File: src/rtl/cfgb_pkg.sv
package cfgb_pkg;

    localparam int BYTE_W         = 8;
    localparam int WORD_W         = 16;
    localparam int BYTES_PER_WORD = WORD_W / BYTE_W;
    localparam int IDX_W          = (BYTES_PER_WORD > 1) ? $clog2(BYTES_PER_WORD) : 1;

    // Phase of the per-byte write sequencer
    typedef enum logic [1:0] {
        SEQ_IDLE,
        SEQ_SETUP,
        SEQ_STROBE,
        SEQ_HOLD
    } seq_state_e;

    // Kind of host request waiting to be served
    typedef enum logic [1:0] {
        REQ_NONE,
        REQ_DATA,
        REQ_PROG
    } req_kind_e;

    typedef struct packed {
        logic [BYTE_W-1:0] data;
        logic              cs_n;
        logic              wr_n;
    } cfg_port_t;

    typedef struct packed {
        req_kind_e         kind;
        logic [WORD_W-1:0] word;
    } host_req_t;

    // Byte number idx of a word, counting from the most significant byte
    function automatic logic [BYTE_W-1:0] pick_byte(input logic [WORD_W-1:0] word,
                                                    input logic [IDX_W-1:0]  idx);
        logic [WORD_W-1:0] shifted;
        shifted = word << (int'(idx) * BYTE_W);
        return shifted[WORD_W-1 -: BYTE_W];
    endfunction

endpackage

File: src/rtl/cfgb_sync.sv
module cfgb_sync #(
    parameter int               WIDTH   = 1,
    parameter int               STAGES  = 2,
    parameter logic [WIDTH-1:0] RST_VAL = '0
) (
    input  logic             clk,
    input  logic             rst,
    input  logic [WIDTH-1:0] d,
    output logic [WIDTH-1:0] q
);

    localparam int CHAIN_W = WIDTH * STAGES;

    logic [CHAIN_W-1:0] chain_q;

    generate
        if (STAGES == 1) begin : g_single
            always_ff @(posedge clk) begin
                if (rst) chain_q <= RST_VAL;
                else     chain_q <= d;
            end
        end else begin : g_multi
            always_ff @(posedge clk) begin
                if (rst) chain_q <= {STAGES{RST_VAL}};
                else     chain_q <= {chain_q[CHAIN_W-WIDTH-1:0], d};
            end
        end
    endgenerate

    assign q = chain_q[CHAIN_W-1 -: WIDTH];

endmodule

File: src/rtl/cfgb_vme_decode.sv
module cfgb_vme_decode
    import cfgb_pkg::*;
#(
    parameter int              ADDR_W    = 24,
    parameter logic [ADDR_W-1:0] BASE_ADDR = 24'h00A000
) (
    input  logic                clk,
    input  logic                rst,
    input  logic                as_n,
    input  logic                ds_n,
    input  logic                write_n,
    input  logic [ADDR_W-1:0]   addr,
    input  logic [WORD_W-1:0]   data,
    input  logic                drop_data,
    input  logic                accept,
    output logic                cycle_act,
    output host_req_t           req
);

    logic [1:0] strobes_s;
    logic       act_q;
    logic       evt;
    logic       hit;
    logic       unused_addr0;
    host_req_t  req_q;

    cfgb_sync #(
        .WIDTH   (2),
        .STAGES  (2),
        .RST_VAL (2'b11)
    ) u_strobe_sync (
        .clk (clk),
        .rst (rst),
        .d   ({as_n, ds_n}),
        .q   (strobes_s)
    );

    assign cycle_act    = ~strobes_s[1] & ~strobes_s[0];
    assign evt          = cycle_act & ~act_q;
    assign hit          = (addr[ADDR_W-1:2] == BASE_ADDR[ADDR_W-1:2]) & ~write_n;
    assign unused_addr0 = addr[0];

    always_ff @(posedge clk) begin
        if (rst) act_q <= 1'b0;
        else     act_q <= cycle_act;
    end

    always_ff @(posedge clk) begin
        if (rst) begin
            req_q.kind <= REQ_NONE;
            req_q.word <= '0;
        end else if (evt && hit) begin
            req_q.kind <= addr[1] ? REQ_PROG : REQ_DATA;
            req_q.word <= data;
        end else if (accept || (drop_data && req_q.kind == REQ_DATA)) begin
            req_q.kind <= REQ_NONE;
        end
    end

    assign req = req_q;

    // A newly decoded write never lands on top of one still waiting
    assert_single_request_R7: assert property (@(posedge clk) disable iff (rst)
        (evt && hit) |-> (req_q.kind == REQ_NONE));

endmodule

File: src/rtl/cfgb_byte_seq.sv
module cfgb_byte_seq
    import cfgb_pkg::*;
#(
    parameter int STB_CYCLES = 1
) (
    input  logic              clk,
    input  logic              rst,
    input  logic              start,
    input  logic              kill,
    input  logic [WORD_W-1:0] word,
    output cfg_port_t         port,
    output logic              busy,
    output logic              done
);

    localparam int                STB_W    = $clog2(STB_CYCLES + 1);
    localparam logic [IDX_W-1:0]  LAST_IDX = IDX_W'(BYTES_PER_WORD - 1);
    localparam logic [STB_W-1:0]  STB_LOAD = STB_W'(STB_CYCLES - 1);

    seq_state_e        state_q;
    logic [IDX_W-1:0]  idx_q;
    logic [STB_W-1:0]  stb_q;
    logic [WORD_W-1:0] word_q;

    always_ff @(posedge clk) begin
        if (rst || kill) begin
            state_q <= SEQ_IDLE;
            idx_q   <= '0;
            stb_q   <= '0;
            if (rst) word_q <= '0;
        end else begin
            case (state_q)
                SEQ_IDLE: begin
                    if (start) begin
                        word_q  <= word;
                        idx_q   <= '0;
                        state_q <= SEQ_SETUP;
                    end
                end
                SEQ_SETUP: begin
                    stb_q   <= STB_LOAD;
                    state_q <= SEQ_STROBE;
                end
                SEQ_STROBE: begin
                    if (stb_q == '0) state_q <= SEQ_HOLD;
                    else             stb_q   <= stb_q - 1'b1;
                end
                SEQ_HOLD: begin
                    if (idx_q == LAST_IDX) begin
                        state_q <= SEQ_IDLE;
                    end else begin
                        idx_q   <= idx_q + 1'b1;
                        state_q <= SEQ_SETUP;
                    end
                end
                default: state_q <= SEQ_IDLE;
            endcase
        end
    end

    always_comb begin
        port.data = (state_q == SEQ_IDLE) ? '0 : pick_byte(word_q, idx_q);
        port.cs_n = (state_q == SEQ_IDLE);
        port.wr_n = (state_q != SEQ_STROBE);
    end

    assign busy = (state_q != SEQ_IDLE);
    assign done = (state_q == SEQ_HOLD) && (idx_q == LAST_IDX);

    // Byte already presented under chip-select in the clock before the strobe
    assert_setup_before_strobe_R4: assert property (@(posedge clk) disable iff (rst)
        $fell(port.wr_n) |-> ($past(!port.cs_n) && $stable(port.data)));

    // Byte and chip-select still present in the clock after the strobe
    assert_hold_after_strobe_R4: assert property (@(posedge clk) disable iff (rst)
        $rose(port.wr_n) |-> (!port.cs_n && $stable(port.data)));

endmodule

File: src/rtl/cfgb_prog_stretch.sv
module cfgb_prog_stretch #(
    parameter int PROG_CYCLES = 16
) (
    input  logic clk,
    input  logic rst,
    input  logic go,
    output logic active
);

    localparam int                CNT_W    = $clog2(PROG_CYCLES + 1);
    localparam logic [CNT_W-1:0]  CNT_LOAD = CNT_W'(PROG_CYCLES);

    logic [CNT_W-1:0] cnt_q;

    always_ff @(posedge clk) begin
        if (rst)              cnt_q <= '0;
        else if (go && !active) cnt_q <= CNT_LOAD;
        else if (active)      cnt_q <= cnt_q - 1'b1;
    end

    assign active = (cnt_q != '0);

    // Independent length counter for the pulse check
    logic [CNT_W:0] len_q;
    always_ff @(posedge clk) begin
        if (rst || !active) len_q <= '0;
        else                len_q <= len_q + 1'b1;
    end

    assert_pulse_length_R6: assert property (@(posedge clk) disable iff (rst)
        $fell(active) |-> (len_q == (CNT_W+1)'(PROG_CYCLES)));

endmodule

File: src/rtl/cfgb_bridge.sv
module cfgb_bridge
    import cfgb_pkg::*;
#(
    parameter int                ADDR_W      = 24,
    parameter logic [ADDR_W-1:0] BASE_ADDR   = 24'h00A000,
    parameter int                STB_CYCLES  = 1,
    parameter int                PROG_CYCLES = 16
) (
    input  logic              clk,
    input  logic              rst,
    input  logic              vme_as_n,
    input  logic              vme_ds_n,
    input  logic              vme_write_n,
    input  logic [ADDR_W-1:0] vme_addr,
    input  logic [15:0]       vme_data,
    output logic              vme_dtack_pull,
    input  logic              tgt_configured,
    output logic [7:0]        cfg_d,
    output logic              cfg_cs_n,
    output logic              cfg_wr_n,
    output logic              cfg_oe,
    output logic              tgt_prog_pull
);

    logic       done_s;
    logic       cycle_act;
    host_req_t  req;
    logic       seq_busy;
    logic       seq_done;
    logic       prog_active;
    logic       data_go;
    logic       prog_go;
    logic       ack_q;
    cfg_port_t  port;

    cfgb_sync #(
        .WIDTH   (1),
        .STAGES  (2),
        .RST_VAL (1'b0)
    ) u_done_sync (
        .clk (clk),
        .rst (rst),
        .d   (tgt_configured),
        .q   (done_s)
    );

    cfgb_vme_decode #(
        .ADDR_W    (ADDR_W),
        .BASE_ADDR (BASE_ADDR)
    ) u_decode (
        .clk       (clk),
        .rst       (rst),
        .as_n      (vme_as_n),
        .ds_n      (vme_ds_n),
        .write_n   (vme_write_n),
        .addr      (vme_addr),
        .data      (vme_data),
        .drop_data (done_s),
        .accept    (data_go | prog_go),
        .cycle_act (cycle_act),
        .req       (req)
    );

    // Work is started only when neither the sequencer nor the pulse is running
    assign data_go = (req.kind == REQ_DATA) && !seq_busy && !prog_active && !done_s;
    assign prog_go = (req.kind == REQ_PROG) && !seq_busy && !prog_active;

    cfgb_byte_seq #(
        .STB_CYCLES (STB_CYCLES)
    ) u_seq (
        .clk   (clk),
        .rst   (rst),
        .start (data_go),
        .kill  (done_s),
        .word  (req.word),
        .port  (port),
        .busy  (seq_busy),
        .done  (seq_done)
    );

    cfgb_prog_stretch #(
        .PROG_CYCLES (PROG_CYCLES)
    ) u_prog (
        .clk    (clk),
        .rst    (rst),
        .go     (prog_go),
        .active (prog_active)
    );

    // Acknowledge latch: set by finished work, cleared when the strobe goes
    always_ff @(posedge clk) begin
        if (rst) ack_q <= 1'b0;
        else     ack_q <= cycle_act & (ack_q | seq_done | prog_go);
    end

    assign vme_dtack_pull = ack_q & ~done_s;
    assign cfg_oe         = ~done_s;
    assign cfg_d          = port.data;
    assign cfg_cs_n       = port.cs_n;
    assign cfg_wr_n       = port.wr_n;
    assign tgt_prog_pull  = prog_active;

    assert_ack_after_work_R5: assert property (@(posedge clk) disable iff (rst)
        $rose(ack_q) |-> $past(seq_done || prog_go));

    assert_no_overlap_R7: assert property (@(posedge clk) disable iff (rst)
        !(seq_busy && prog_active));

    assert_idle_when_configured_R8: assert property (@(posedge clk) disable iff (rst)
        done_s |=> !seq_busy);

endmodule

File: config.mk
export PLATFORM = sky130hd
export DESIGN_NAME = cfgb_bridge
export DESIGN_NICKNAME = d
export VERILOG_FILES = /design/src/rtl/cfgb_pkg.sv /design/src/rtl/cfgb_sync.sv /design/src/rtl/cfgb_vme_decode.sv /design/src/rtl/cfgb_byte_seq.sv /design/src/rtl/cfgb_prog_stretch.sv /design/src/rtl/cfgb_bridge.sv
export SDC_FILE = /design/constraint.sdc
export NUM_CORES = 1
export LEC_CHECK = 0
export ABC_AREA = 1
export BUFFER_PORTS_ARGS = -buffer_cell sky130_fd_sc_hd__buf_4
export CAP_MARGIN = 15
export CELL_PAD_IN_SITES_DETAIL_PLACEMENT = 1
export CELL_PAD_IN_SITES_GLOBAL_PLACEMENT = 1
export CORE_MARGIN = 10
export CORE_UTILIZATION = 33
export DETAILED_ROUTE_END_ITERATION = 16
export PLACE_DENSITY_LB_ADDON = 0.12
export SYNTH_ARGS = -nofsm -noshare
export SYNTH_HDL_FRONTEND = slang
export SYNTH_HIERARCHICAL = 1
export SYNTH_SLANG_ARGS = --single-unit
File: constraint.sdc
create_clock -name clk -period 2.14 [get_ports clk]
set_input_delay 0.428 -clock clk [delete_from_list [all_inputs] [get_ports clk]]
set_output_delay 0.428 -clock clk [all_outputs]
set_load 0.02 [all_outputs]
Word level (Yosys, flattened, before mapping)

Cells that the tools add are included.

$add $sub $neg: 3
Eq/ne operators: 10
Shift-type cells: 1
Multiplexer cells: 19
Bitwise logic cells: 13
Reductions and logical operators: 27

Operators with widths:

| kind                                                                    | number |
|---|---|
| 16-bit two-way mux                                                      | 4 |
| 22-bit by 14-bit equality test with 1-bit output, second input constant | 1 |
| 16-bit by 4-bit << shifter with 16-bit output                           | 1 |
| 2-bit nonzero test                                                      | 7 |
| 2-bit two-way mux                                                       | 5 |
| 5-bit two-way mux                                                       | 2 |
| 1-bit logical AND                                                       | 9 |
| 8-bit two-way mux                                                       | 1 |
| 2-bit case mux with 4 select lines                                      | 1 |
| 2-bit equality test, second input constant                              | 3 |
| 2-bit != test, second input constant                                    | 3 |
| 1-bit AND                                                               | 5 |
| 1-bit NOT                                                               | 5 |
| 5-bit nonzero test                                                      | 1 |
| 5-bit by 1-bit subtractor with 5-bit output, second input constant      | 1 |
| 2-bit by 1-bit equality test with 1-bit output, second input constant   | 2 |
| 1-bit two-way mux                                                       | 4 |
| 1-bit case mux with 2 select lines                                      | 2 |
| 2-bit AND reduction                                                     | 2 |
| 1-bit zero test                                                         | 3 |
| 1-bit bitwise OR                                                        | 3 |
| 3-bit AND reduction                                                     | 1 |
| 2-bit zero test                                                         | 1 |
| 1-bit logical OR                                                        | 2 |
| 4 further kinds                                                         | 4 |

Bits in registers: 51
Bits of input ports: 46
Output and inout port bits: 13
Word-level logic and storage cells: 85

Depth between registers and ports, before layout

Gate-level depths: netlist of the first run.

Depth after elaboration: 9
Gate-level depth with buffers: 11

Modules after synthesis

Netlist of the first run, hierarchy kept.

Modules (own cells, without submodules):

| module                             | instances | cells an instance | area each (um^2) | sequential area each (um^2) |
|---|---|---|---|---|
| cfgb_byte_seq                      | 1         | 108               | 1031.0           | 540.5 |
| cfgb_vme_decode                    | 1         | 143               | 977.2            | 380.4 |
| cfgb_prog_stretch                  | 1         | 34                | 252.7            | 100.1 |
| cfgb_sync (u_decode.u_strobe_sync) | 1         | 15                | 131.4            | 80.1 |
| cfgb_bridge                        | 1         | 17                | 95.1             | 20.0 |
| cfgb_sync (u_done_sync)            | 1         | 6                 | 55.1             | 40.0 |

Worst setup path after synthesis of the first run

Ideal clock, no wire load.

Path kind: register to register
From: register u_seq.state_q[0]
To: register u_seq.word_q[0] (enable)
Arrival time: 2.137 ns
Path slack: -0.389 ns
Stages on the path, launching flop included: 9
Buffers on the path: 0
Path through: dfxtp_1 inv_1 ha_1 inv_1 nor2_2 inv_1 nor2_1 nand2_1 o21bai_1

Elaborated cells on any way between the ends: 9
Those cells by class: 9 x reduce/logical

RTL lines:

| element                              | line                | source |
|---|---|---|
| start, declared                      | cfgb_byte_seq.sv:20 | `seq_state_e state_q;` |
| start signal, assigned               | cfgb_byte_seq.sv:27 | `state_q <= SEQ_IDLE;` |
| start signal, assigned               | cfgb_byte_seq.sv:37 | `state_q <= SEQ_SETUP;` |
| start signal, assigned               | cfgb_byte_seq.sv:42 | `state_q <= SEQ_STROBE;` |
| 2-bit zero test                      | --                  |  |
| named net cfg_cs_n                   | cfgb_bridge.sv:19   | `output logic cfg_cs_n,` |
| 2-bit nonzero test (no source line)  | --                  |  |
| 3-bit AND reduction (no source line) | --                  |  |
| end signal, assigned                 | cfgb_byte_seq.sv:35 | `word_q <= word;` |
| end, declared                        | cfgb_byte_seq.sv:23 | `logic [WORD_W-1:0] word_q;` |

The timed path passes the listed nets, and every way through them passes these cells.
A chain may end at the register's enable or synchronous reset.

Worst setup path after layout of the first run

From: register u_seq.state_q[1]
To: output port cfg_d[5]

Cells in the longest elaborated chain, start to end: 2

Ends and longest elaborated chain:

| element           | line                | source |
|---|---|---|
| 2-bit zero test   | cfgb_byte_seq.sv:62 | `port.data = (state_q == SEQ_IDLE) ? '0 : pick_byte(word_q, idx_q);` |
| 8-bit two-way mux | cfgb_byte_seq.sv:62 |  |
| end, declared     | cfgb_bridge.sv:18   | `output logic [7:0] cfg_d,` |

Every way passes these cells.

==> impl_metrics.py, run 1 <==
metrics = {
    "run_status": {
        "status": "completed",
    },
    "logic_synthesis": {
        "ys_ff_latch": 50,
        "synth_xor_area_frac": 0.003445,
        "yosysSeqAreaShare": 0.4567,
        "ys_async_sr_fraction": 0,
        "yosysTopAreaCellShare": 0.2677,
        "synth.most_common_cell": "nor2_1",
        "synth_edf_count": 16,
        "synth_area_per_cell_um2": 7.871,
        "synth-compound-area-share": 0.03789,
        "syn_area_um2": 2542,
        "postSynthCellCount": 323,
        "synth_ff_type": "dfxtp_1",
        "synthTopCellsByArea": "dfxtp_1 27%, edfxtp_1 19%, nor2_1 9.7%",
        "syn_nets": 374,
        "synth_top_family_by_area": "simple AND/OR/NAND/NOR gates",
        "yosysWarnings": 6,
        "synth_common_cells": "66 x nor2_1, 60 x inv_1, 47 x nand2_1, 34 x dfxtp_1, 20 x nand4_1",
        "synth.distinct_cells": 30,
        "synthMuxAreaShare": 0,
        "yosys.area_share.simple": 0.3479,
        "synth_top_area_cell": "dfxtp_1",
        "synthAdderAreaFrac": 0.02461,
    },
    "clock_tree": {
        "clkLatencyLatePin_ps": 290,
        "cts_setup_buffers": 0,
        "htreeDepth": 2,
        "cts_sinks": 50,
        "cts_tree": "built",
        "cts_buffers": 5,
        "cts.clk_slew.worst_paths_ps": 90,
        "ctsLongestPathBuffers": 2,
        "root_buffer": "clkbuf_8",
    },
    "worst_setup_path": {
        "critPathRequiredTime_ps": 1710,
        "path_class": "register to output port",
        "critPathArrivalTime_ps": 1540,
        "cp-end-kind": "output port",
        "crit_fanout": 9,
        "crit_path_start_kind": "register",
    },
    "detailed_routing": {
        "viasPerCell": 4.234,
        "wl_per_cell_um": 11.30,
        "dr_total_vias": 2045,
        "drc": 0,
        "drtAntennaViolNets": 0,
        "finalWirelength_um": 5459,
        "firstDrtPassIters": 3,
        "drtIter0Drc": 33,
    },
    "grt": {
        "grt.total_usage": 0.09895,
        "grt_max_degree": 20,
        "grt_overflow": 0,
        "grt.busiest_layer": "met2",
        "use_met2": 0.1487,
        "antenna_found_initial": 0,
        "gr-usage-met3": 0.04192,
        "grt_use_met1": 0.1237,
        "grt_first_pass_wirelength_um": 9591,
        "grt_pass1_vias": 2175,
    },
    "floorplan": {
        "start_util": 0.3450,
        "dieArea_um2": 11620,
        "rows": 31,
        "die_w_um": 107.8,
        "ios": 59,
        "core_um2": 7370,
        "fp.dieH_um": 107.8,
    },
    "pwr": {
        "p_leak_nw": 1.403,
        "max-vdd-ir-drop_mv": 0.2540,
        "power_w": 0.002130,
        "p_per_area_nw_per_um2": 672.9,
    },
    "placement": {
        "post-dp-hpwl_um": 4479,
        "portBuffers": 57,
        "place.gp.congestion": 0.7020,
    },
    "timing": {
        "post-route-period-util": 0.9202,
        "setup_viol": 0,
        "rsz0062_at_grt": "no",
        "drv_slew": 0,
        "worst_slew_pin_slew_ps": 421.9,
        "slew_headroom": 0.7180,
        "fmax_ghz": 0.5078,
        "min_period_ps": 1969,
        "fin_setup_tns_ps": 0,
        "finalHoldViolCount": 0,
        "skew_ps": 4.825,
    },
    "worst_hold_path": {
        "min_path_type": "input pin to register",
    },
    "finish": {
        "fillCellCount": 942,
        "regArea_um2": 1161,
        "post-route-util": 0.4295,
        "drive_above_1_share": 0.2839,
        "antenna_cells": 0,
        "nNetsFinal": 434,
        "multi_input_area_um2": 1064,
        "area_growth_syn_to_layout_pct": 24.51,
    },
    "flow_run": {
        "drv_cap": 0,
    },
}
worst max-delay path: stages, from the launching register on:
cell	delay [ps]
dfxtp_1	410
inv_1	90
ha_1	210
inv_2	140
o21ai_0	100
nor2_1	120
buf_4	160
registers in the layout, summed over array words and instances, names as in the netlist:
name,cells
u_decode/act_q,1
u_seq/state_q,2
u_prog/cnt_q,5
u_seq/word_q,16
u_decode/req,18
u_done_sync/chain_q,2
u_decode/u_strobe_sync/chain_q,4
ack_q,1
u_seq/idx_q,1
layout make-up:
type,instances,area share
multi-input combinational,198,0.3360
clock buffer,6,0.02292
clock inverter,2,0.004348
inverter,65,0.07747
tap,99,0.03913
sequential,50,0.3668
timing repair buffer,63,0.1534
metrics by stage:
step | setup slack (ps) | std cells | area (um^2) | hold WS [ps]
global route | 13.10 | 483 | 3166 | 307.5
CTS | 32.12 | 483 | 3166 | 305.4
floorplan | 102.0 | 323 | 2554 | 385.6
detailed placement | 206.9 | 475 | 3079 | 397.7
global placement | 291.1 | 475 | 3079 | 399.5
finish | 170.8 | 483 | 3166 | 314.0
timing repair:
item / in CTS / in global routing
gates resized for setup: 0 / 1
setup endpoints to repair: 0 / 8
hold buffers: 0 / 0
layout by cell type (no fill, tap or decap), types with 2 or more instances in the layout:
| master | netlist | layout |
|---|---|---|
| inv_1 | 60 | 59 |
| nand2_2 | 4 | 4 |
| clkinv_1 | 2 | 2 |
| inv_2 | 2 | 3 |
| a21oi_1 | 7 | 7 |
| nor2_4 | 14 | 14 |
| ha_1 | 5 | 5 |
| buf_4 | 3 | 62 |
| nor2_2 | 13 | 13 |
| nand3_1 | 5 | 5 |
| nand2_1 | 47 | 47 |
| o21ai_0 | 8 | 8 |
| clkbuf_8 | 0 | 5 |
| dfxtp_1 | 34 | 34 |
| nand4_1 | 20 | 20 |
| nor2_1 | 66 | 66 |
| edfxtp_1 | 16 | 16 |
logic make-up (layout without fill, tap and decap cells):
logic type,after synthesis,in the layout
compound gates,18,18
xor+xnor,1,1
fa+ha+maj,5,5
buf+inv,75,136
flops,50,50
simple gates,174,174
where the power goes:
part | internal [W] | leakage (nW) | switching, W
Clock | 0.000230 | 0.0413 | 0.000298
Combinational | 0.000237 | 0.920 | 0.000299
Sequential | 0.00103 | 0.441 | 0.0000387
Total | 0.00150 | 1.40 | 0.000635
worst paths after layout:
check | startpoint | end | slack [ps] | depth (start not counted)
setup / recovery | u_seq/state_q[1]$_SDFFE_PP0P_ | cfg_d[5] | 170 | 6
hold / removal | vme_ds_n | u_decode/u_strobe_sync/chain_q[0]$_SDFF_PP1_ | 310 | 3
setup reg to reg | u_seq/state_q[0]$_SDFFE_PP0P_ | u_seq/word_q[8]$_SDFFCE_PP0P_ | 280 | 9
hold reg to reg | u_done_sync/chain_q[0]$_SDFF_PP0_ | u_done_sync/chain_q[1]$_SDFF_PP0_ | 410 | 2
layer usage:
metal / routed length (um) / up-vias / part of all wire
met5: 0 / - / 0
met4: 77 / 0 / 0.014
met3: 459 / 5 / 0.084
met2: 2238 / 52 / 0.41
met1: 2684 / 884 / 0.49
li1: - / 1104 / -
Note: power is estimated with default switching activity, not from simulation.
==> run 2, diff against run 1 <==
--- a/config.mk
+++ b/config.mk
@@ -10,7 +10,7 @@
 export CAP_MARGIN = 15
 export CELL_PAD_IN_SITES_DETAIL_PLACEMENT = 1
 export CELL_PAD_IN_SITES_GLOBAL_PLACEMENT = 1
-export CORE_MARGIN = 10
+export CORE_MARGIN = 4
 export CORE_UTILIZATION = 33
 export DETAILED_ROUTE_END_ITERATION = 16
 export PLACE_DENSITY_LB_ADDON = 0.12
==> run 2 against run 1 <==
Against the previous run:
- first-iteration DRC count shrank 6.1%
- worst setup slack is essentially flat
- critical path depth unchanged
- highest routed layer unchanged
==> impl_metrics.py, run 2 (same netlist as run 1, synthesis figures left out) <==
metrics = {
    "clock_tree": {
        "cts_sinks": 50,
        "htreeDepth": 2,
        "cts_resized": 0,
        "cts.clk_slew.worst_paths_ps": 90,
        "clkLatencyLatePin_ps": 300,
        "cts_buffers": 5,
        "cts_setup_buffers": 0,
        "root_buffer": "clkbuf_8",
        "ctsHoldBuffers": 0,
        "cts_tree": "built",
        "ctsLongestPathBuffers": 2,
    },
    "placement": {
        "dp_slack_ps": 221.1,
        "post-dp-hpwl_um": 4234,
        "place_area_um2": 3072,
        "portBuffers": 57,
        "place.gp.congestion": 0.7182,
    },
    "worst_setup_path": {
        "path_buf_inv": 3,
        "crit_fanout": 9,
        "path_class": "register to output port",
        "cp-end-kind": "output port",
        "crit_path_start_kind": "register",
        "max_stage_delay_ps": 410,
        "crit_slowest_cell": "dfxtp_1",
        "critPathRequiredTime_ps": 1710,
        "critPathTopFamily": "flip-flops",
        "crit_chain": "inv_1 -> ha_1 -> inv_2 -> o21ai_0 -> nor2_1 -> buf_4",
        "critPathArrivalTime_ps": 1540,
    },
    "timing": {
        "drv_slew": 0,
        "setup_viol": 0,
        "rsz0062_at_grt": "no",
        "worst_slew_pin_slew_ps": 407.9,
        "min_period_ps": 1969,
        "hold_slack_ps": 306.1,
        "fmax_ghz": 0.5078,
        "skew_ps": 10.83,
        "slew_headroom": 0.7274,
        "fin_setup_tns_ps": 0,
        "finalHoldViolCount": 0,
        "layout_setup_ws_ps": 170.9,
        "post-route-period-util": 0.9201,
    },
    "finish": {
        "largest_reg_flops": 18,
        "fin_area_um2": 3183,
        "final_common_cell": "nor2_1",
        "final_cell_mix": "66 x nor2_1, 61 x buf_4, 59 x inv_1",
        "antenna_cells": 0,
        "drive_above_1_share": 0.2820,
        "nNetsFinal": 433,
        "area_growth_syn_to_layout_pct": 25.20,
    },
    "detailed_routing": {
        "firstDrtPassIters": 4,
        "drtIter0Drc": 31,
        "dr_total_vias": 2065,
        "wl_per_cell_um": 11.02,
        "drtAntennaViolNets": 0,
        "drc": 0,
        "highest_layer": "met4",
        "finalWirelength_um": 5312,
        "wl_met2_um": 2313,
        "wl_met1_um": 2578,
        "viasPerCell": 4.284,
        "wl_met3_um": 341,
    },
    "grt": {
        "antenna_found_initial": 0,
        "grt_overflow": 0,
        "grt_pass1_vias": 2046,
        "grt_first_pass_wirelength_um": 9190,
        "grt_max_degree": 20,
        "grt.total_usage": 0.1259,
    },
    "floorplan": {
        "die_w_um": 95.78,
        "rows": 31,
        "fp.dieH_um": 95.78,
        "ios": 59,
        "start_util": 0.3450,
        "core_um2": 7370,
        "dieArea_um2": 9173,
    },
    "pwr": {
        "p_leak_nw": 1.413,
        "max-vdd-ir-drop_mv": 0.2547,
        "p_per_area_nw_per_um2": 692.6,
    },
    "run_status": {
        "status": "completed",
    },
    "flow_run": {
        "drv_cap": 0,
    },
    "worst_hold_path": {
        "min_path_type": "input pin to register",
    },
}
==> run 2: worst register-to-register path: stages (launching register included) <==
cell and delay (ps):
dfxtp_1 320, inv_1 120, ha_1 200, nand3_2 160, nor2_2 160, inv_1 70, nor2_1 150, nand2_1 130
o21bai_4 150, buf_12 160
==> run 2: cell type report <==
type	count	area, um^2
clock buffers	8	111.4
well taps	99	123.9
flip-flops and latches	50	1161
repair buffers	62	478.0
fillers	922	4187
inverters	65	245.2
multi-input cells	198	1064
==> run 2: where the power goes <==
group          switching, W  total (W)  leakage [nW]  internal [W]
clock network      0.000295   0.000629        0.0566      0.000334
registers         0.0000401    0.00107         0.441       0.00103
logic              0.000292   0.000507         0.915      0.000215
total              0.000627    0.00220          1.41       0.00158
==> run 2: through the flow <==
stage | instances | util | power, W
after CTS | 482 | 0.4319 | 0.002241
after floorplan | 323 | - | 0.001414
after global placement | 474 | 0.4168 | 0.001573
after global routing | 482 | 0.4319 | 0.002353
after detailed placement | 474 | 0.4168 | 0.001603
final | 482 | 0.4319 | 0.002205
==> run 2: path summary, 6_finish.rpt <==
| path | depth (start not counted) | from | endpoint | slack, ps |
|---|---|---|---|---|
| worst max-delay path | 6 | u_seq/state_q[1]$_SDFFE_PP0P_ | cfg_d[4] | 170 |
| worst min-delay path | 3 | vme_as_n | u_decode/u_strobe_sync/chain_q[1]$_SDFF_PP1_ | 310 |
| worst max register to register | 9 | u_prog/cnt_q[0]$_SDFFE_PP0P_ | u_seq/word_q[3]$_SDFFCE_PP0P_ | 250 |
| worst min register to register | 2 | u_done_sync/chain_q[0]$_SDFF_PP0_ | u_done_sync/chain_q[1]$_SDFF_PP0_ | 410 |
==> run 2: per-layer routing <==
| layer | up-vias | track usage |
|---|---|---|
| met4 | 0 | 0.04265 |
| met3 | 7 | 0.03284 |
| met5 | - | 0 |
| met2 | 53 | 0.2027 |
| met1 | 902 | 0.1638 |
| li1 | 1103 | - |
